--- src/rtl/hz_pkg.sv ---
// Shared types and helpers for the hazard interlock.
// Assumes register numbers are unsigned and that number 0 is hard-wired.
package hz_pkg;

    // Control commands issued to the pipeline buffers each cycle.
    typedef struct packed {
        logic hold_pc;
        logic hold_fd;
        logic hold_de;
        logic bub_fd;
        logic bub_de;
        logic bub_ew;
    } hz_ctrl_t;

    // A register number can carry a dependency only if it is non-zero.
    function automatic logic reg_live(input logic [7:0] num);
        return num != 8'd0;
    endfunction

endpackage

--- src/rtl/hz_src_match.sv ---
// Compares every decode source number against the execute destination.
// Assumes REG_W <= 8. Produces one match bit per source operand; a match
// needs both instructions valid, a write in execute, and a non-zero number.
module hz_src_match #(
    parameter int REG_W   = 5,
    parameter int NUM_SRC = 2
) (
    input  logic                       dec_valid,
    input  logic [NUM_SRC*REG_W-1:0]   dec_src,
    input  logic                       ex_valid,
    input  logic                       ex_wen,
    input  logic [REG_W-1:0]           ex_dst,
    output logic [NUM_SRC-1:0]         match
);
    import hz_pkg::*;

    localparam int PADW = 8 - REG_W;

    logic producer_ok;

    // Purpose: a producer counts only if it is real and writes a register.
    assign producer_ok = dec_valid && ex_valid && ex_wen;

    for (genvar i = 0; i < NUM_SRC; i++) begin : g_op
        logic [REG_W-1:0] src_i;
        assign src_i = dec_src[i*REG_W +: REG_W];
        // Purpose: per-operand equality check, ignoring register 0.
        always_comb begin
            match[i] = producer_ok
                       && (src_i == ex_dst)
                       && reg_live({{PADW{1'b0}}, src_i});
        end
    end

endmodule

--- src/rtl/hz_stall_ctrl.sv ---
// Ranks the stall causes and turns them into hold and bubble commands.
// Assumes the register file writes before it reads within a cycle, so
// only the execute-stage producer can conflict with decode.
// USE_FWD = 1 removes data-dependency stalls (the bypass covers them).
module hz_stall_ctrl #(
    parameter bit USE_FWD = 1'b1
) (
    input  logic          dep_any,
    input  logic          ex_valid,
    input  logic          ex_busy,
    input  logic          fetch_ready,
    output hz_pkg::hz_ctrl_t ctrl
);
    import hz_pkg::*;

    logic mc_stall;
    logic data_stall;

    // Purpose: a multi-cycle op only blocks when execute is occupied.
    assign mc_stall = ex_valid && ex_busy;

    if (USE_FWD) begin : g_fwd
        // Purpose: bypass variant never stalls on a dependency.
        assign data_stall = 1'b0 & dep_any;
    end else begin : g_nofwd
        // Purpose: no bypass, so decode waits one cycle for the producer.
        assign data_stall = dep_any && !mc_stall;
    end

    // Purpose: combine causes; multi-cycle first, then data, then fetch miss.
    always_comb begin
        ctrl          = '0;
        ctrl.hold_pc  = mc_stall || data_stall || !fetch_ready;
        ctrl.hold_fd  = mc_stall || data_stall;
        ctrl.hold_de  = mc_stall;
        ctrl.bub_ew   = mc_stall;
        ctrl.bub_de   = data_stall;
        ctrl.bub_fd   = !fetch_ready && !(mc_stall || data_stall);
    end

endmodule

--- src/rtl/hz_fwd_sel.sv ---
// Holds the per-operand bypass select for the instruction in execute.
// Assumes the producer in execute moves to write in the same edge that the
// consumer moves from decode to execute, so the select is loaded then.
module hz_fwd_sel #(
    parameter int NUM_SRC = 2,
    parameter bit USE_FWD = 1'b1
) (
    input  logic               clk,
    input  logic               rst_n,
    input  logic               dec_valid,
    input  logic [NUM_SRC-1:0] match,
    input  logic               hold_de,
    input  logic               bub_de,
    output logic [NUM_SRC-1:0] fwd_sel
);
    logic [NUM_SRC-1:0] next_sel;

    if (USE_FWD) begin : g_fwd
        // Purpose: a matched operand takes the bypass in the next cycle.
        assign next_sel = match;
    end else begin : g_nofwd
        // Purpose: no bypass wiring; operands always read the register file.
        assign next_sel = match & '0;
    end

    // Purpose: load on decode advance, freeze on hold, clear on empty slot.
    always_ff @(posedge clk) begin
        if (!rst_n) begin
            fwd_sel <= '0;
        end else if (hold_de) begin
            fwd_sel <= fwd_sel;
        end else if (bub_de || !dec_valid) begin
            fwd_sel <= '0;
        end else begin
            fwd_sel <= next_sel;
        end
    end

endmodule

--- src/rtl/hz_interlock.sv ---
// Top of the four-stage pipeline hazard interlock.
// Assumes the buffers act on the commands in the same cycle and that a
// bubble clears valid and write enable. FWD_EN picks the bypass variant.
module hz_interlock #(
    parameter int REG_W   = 5,
    parameter int NUM_SRC = 2,
    parameter bit FWD_EN  = 1'b1
) (
    input  logic                     clk,
    input  logic                     rst_n,
    input  logic                     dec_valid,
    input  logic [NUM_SRC*REG_W-1:0] dec_src,
    input  logic                     ex_valid,
    input  logic                     ex_wen,
    input  logic [REG_W-1:0]         ex_dst,
    input  logic                     ex_busy,
    input  logic                     fetch_ready,
    output logic                     hold_pc,
    output logic                     hold_fd,
    output logic                     hold_de,
    output logic                     bub_fd,
    output logic                     bub_de,
    output logic                     bub_ew,
    output logic [NUM_SRC-1:0]       fwd_sel
);
    import hz_pkg::*;

    logic [NUM_SRC-1:0] match;
    hz_ctrl_t           ctrl;

    hz_src_match #(.REG_W(REG_W), .NUM_SRC(NUM_SRC)) u_match (
        .dec_valid (dec_valid),
        .dec_src   (dec_src),
        .ex_valid  (ex_valid),
        .ex_wen    (ex_wen),
        .ex_dst    (ex_dst),
        .match     (match)
    );

    hz_stall_ctrl #(.USE_FWD(FWD_EN)) u_ctrl (
        .dep_any     (|match),
        .ex_valid    (ex_valid),
        .ex_busy     (ex_busy),
        .fetch_ready (fetch_ready),
        .ctrl        (ctrl)
    );

    hz_fwd_sel #(.NUM_SRC(NUM_SRC), .USE_FWD(FWD_EN)) u_fwd (
        .clk       (clk),
        .rst_n     (rst_n),
        .dec_valid (dec_valid),
        .match     (match),
        .hold_de   (ctrl.hold_de),
        .bub_de    (ctrl.bub_de),
        .fwd_sel   (fwd_sel)
    );

    // Purpose: present the command struct on individual ports.
    assign hold_pc = ctrl.hold_pc;
    assign hold_fd = ctrl.hold_fd;
    assign hold_de = ctrl.hold_de;
    assign bub_fd  = ctrl.bub_fd;
    assign bub_de  = ctrl.bub_de;
    assign bub_ew  = ctrl.bub_ew;

endmodule

--- config.mk ---
export PLATFORM = sky130hd
export DESIGN_NAME = hz_interlock
export DESIGN_NICKNAME = d
export VERILOG_FILES = /design/src/rtl/hz_pkg.sv /design/src/rtl/hz_src_match.sv /design/src/rtl/hz_stall_ctrl.sv /design/src/rtl/hz_fwd_sel.sv /design/src/rtl/hz_interlock.sv
export SDC_FILE = /design/constraint.sdc
export NUM_CORES = 1
export LEC_CHECK = 0
export ABC_AREA = 1
export BUFFER_PORTS_ARGS = -buffer_cell sky130_fd_sc_hd__buf_2
export CORE_AREA = 2 2 39 41
export CTS_CLUSTER_SIZE = 24
export DETAILED_ROUTE_END_ITERATION = 16
export DIE_AREA = 0 0 41 43
export GPL_TIMING_DRIVEN = 0
export MAX_ROUTING_LAYER = met4
export PLACE_DENSITY = 0.59
export SLEW_MARGIN = 0
export SYNTH_ARGS = -nofsm -noshare
export SYNTH_HDL_FRONTEND = slang
export SYNTH_SLANG_ARGS = --single-unit
--- constraint.sdc ---
create_clock -name clk -period 0.9 [get_ports clk]
set_input_delay 0.18 -clock clk [delete_from_list [all_inputs] [get_ports clk]]
set_output_delay 0.18 -clock clk [all_outputs]
set_load 0.05 [all_outputs]
==> metrics.txt <==
#FFs+latches synth 2; Power, Total 0.554 mW; count of input and output buffers 28; Ys Warns 0; Clock Sinks 2; final core utilization 48.1%; placed cell areas 551 sq um; Row Count 14; TritonCTS clock tree built; post-synthesis cell area 360 sq um; largest reg by FF count u_fwd.fwd_sel; Clk Tree Root Cell clkbuf_4; commonest cells after routing, fill and taps aside nand2_1, buf_2, inv_1, nor2_1, buf_8; most common cell after layout, fill and taps aside nand2_1; dpl ws -167 ps; RSZ-0062 raised after global routing yes; vias in the first global route 421; pwr dens 832 mW/mm^2; die height 43 microns; drt first pass iters 4; initial antenna violation count 0; Congestion Overflow GR 0; period utilisation layout 105%; vias per cell 3.87; hpwl dp 779 microns; Worst Path Arrival 770 ps; design area 666 sq um; Routed WL 925 microns; layout cells sized above 1 38.6%; hold path start rst_n; fin cells 130; failing checks negative setup slack; max cap viols 0; Die ar. 0.00176 sq mm; Hold Fails Final Rpt 0; Multi-input gate area 250 sq um; minimum clock period 947 ps; worst flop-to-flop path endpoint u_fwd.fwd_sel[1]; setup TNS -138 ps; CTS clock-pin slew for the worst setup and hold paths 30 ps; Synth Area per Inst 4.50 sq um; placed cell count 124; DR iter-0 viols 10; biggest regs u_fwd.fwd_sel: 2 flops; Lkg Pwr 0.422 nW; Yosys cell types 11; path category of the worst min-delay check in2reg; max reg flops 2; Peak supply drop 0.629 mV; DRC 0; chip width 41 microns; final setup margin -47.4 ps; Syn Nets 102; Final Wtd Congestion 0.772; Seq/Total Area, Yosys 11.1%; largest net degree at the start of global routing 6; Final ANT Viol Nets 0; Ports 30; CTS buffer count 3; core area 0.00138 sq mm; first-pass GRT wire length 1480 microns; Crit Path Category in2out; FF+latch area 42.5 sq um; hold path depth 3; clk_skew 0 ps; nature of the critical path startpoint primary input; CP Max Fanout 5; worst reg2reg path depth 2; FF-to-FF Start u_fwd.fwd_sel[1]; Finish-stage setup viols 4; gr usage total 12.1%; insertion delay to the later sink of the worst-skew pair 220 ps; routed len/inst 7.12 microns; fmax 1.06 GHz; FILL cells 158; ANT cells 0; Area Growth Syn to Fin 84.7%; flop-to-flop setup slack 310 ps; H-Tree Depth 1; status complete, but fails checks; hold endpoint u_fwd.fwd_sel[0]; Crit path required time 720 ps; Initial Util 26.0%; Gate Count Post-Synth 80; fin. max-slew vios 0; Final nets 138; vias 503; Hold Buf Count CTS 0; Fin Hold WS 207 ps; CTS Buffer Depth 2; CP endpoint kind primary output
==> what timing repair did <==
| action | 4_1_cts | 5_1_grt |
|---|---|---|
| setup endpoints to repair | 6 | 4 |
| gates resized for setup | 19 | 2 |
| buffers inserted | 2 | 1 |
| pin swaps | 2 | 2 |
==> worst max path at each step <==
stage                    to  depth (start not counted)  slack, ps     start
global route         bub_fd                          5        -90  ex_valid
floorplan            bub_fd                          3       -180  ex_valid
CTS                 hold_de                          5        -40   ex_busy
detailed placement   bub_fd                          5       -170  ex_valid
finish               bub_fd                          5        -50  ex_valid
global placement     bub_fd                          5       -170  ex_valid
==> synthesized netlist by cell type, drive strengths merged <==
library cell / instances / area [sq um]
nand2: 36 / 135
inv: 19 / 71.3
nor2: 13 / 48.8
buf: 3 / 22.5
a21oi: 2 / 10.0
dfxtp: 2 / 40.0
nand3: 2 / 10.0
conb: 1 / 3.75
nand4: 1 / 6.26
nor3b: 1 / 12.5
==> power breakdown <==
part | total [mW] | leakage, nW | internal, mW | switching (mW)
registers | 0.0897 | 0.0171 | 0.0896 | 0.000130
clock network | 0.187 | 0.0138 | 0.146 | 0.0405
logic | 0.277 | 0.391 | 0.124 | 0.154
total | 0.554 | 0.422 | 0.359 | 0.194
==> area by class of cell <==
cell class / count / share of cell area [%]
multi-input cells: 56 / 37.6
inverters: 19 / 11.3
flip-flops and latches: 2 / 6.39
well taps: 16 / 3.01
repair buffers: 31 / 33.8
clock buffers: 3 / 3.38
plain buffers: 3 / 4.51
==> worst max-delay path, cell delays in order <==
cell        delay [ps]
buf_8              100
nand2_8             60
clkinvlp_4         130
nor2_4             140
buf_8              150
==> cells by family after synthesis <==
kind of cell    synth area share [%]
other cells                     1.04
compound gates                  2.78
flops                           11.1
simple gates                    59.0
buf+inv                         26.0
==> per-layer routing <==
layer,GRT usage (%),up-vias,wire length [microns]
li1,-,292,-
met1,15.3,199,410
met2,20.0,12,465
met3,0,0,50
met4,4.00,0,0
met5,-,-,0
Note: power is estimated with default switching activity, not from simulation.
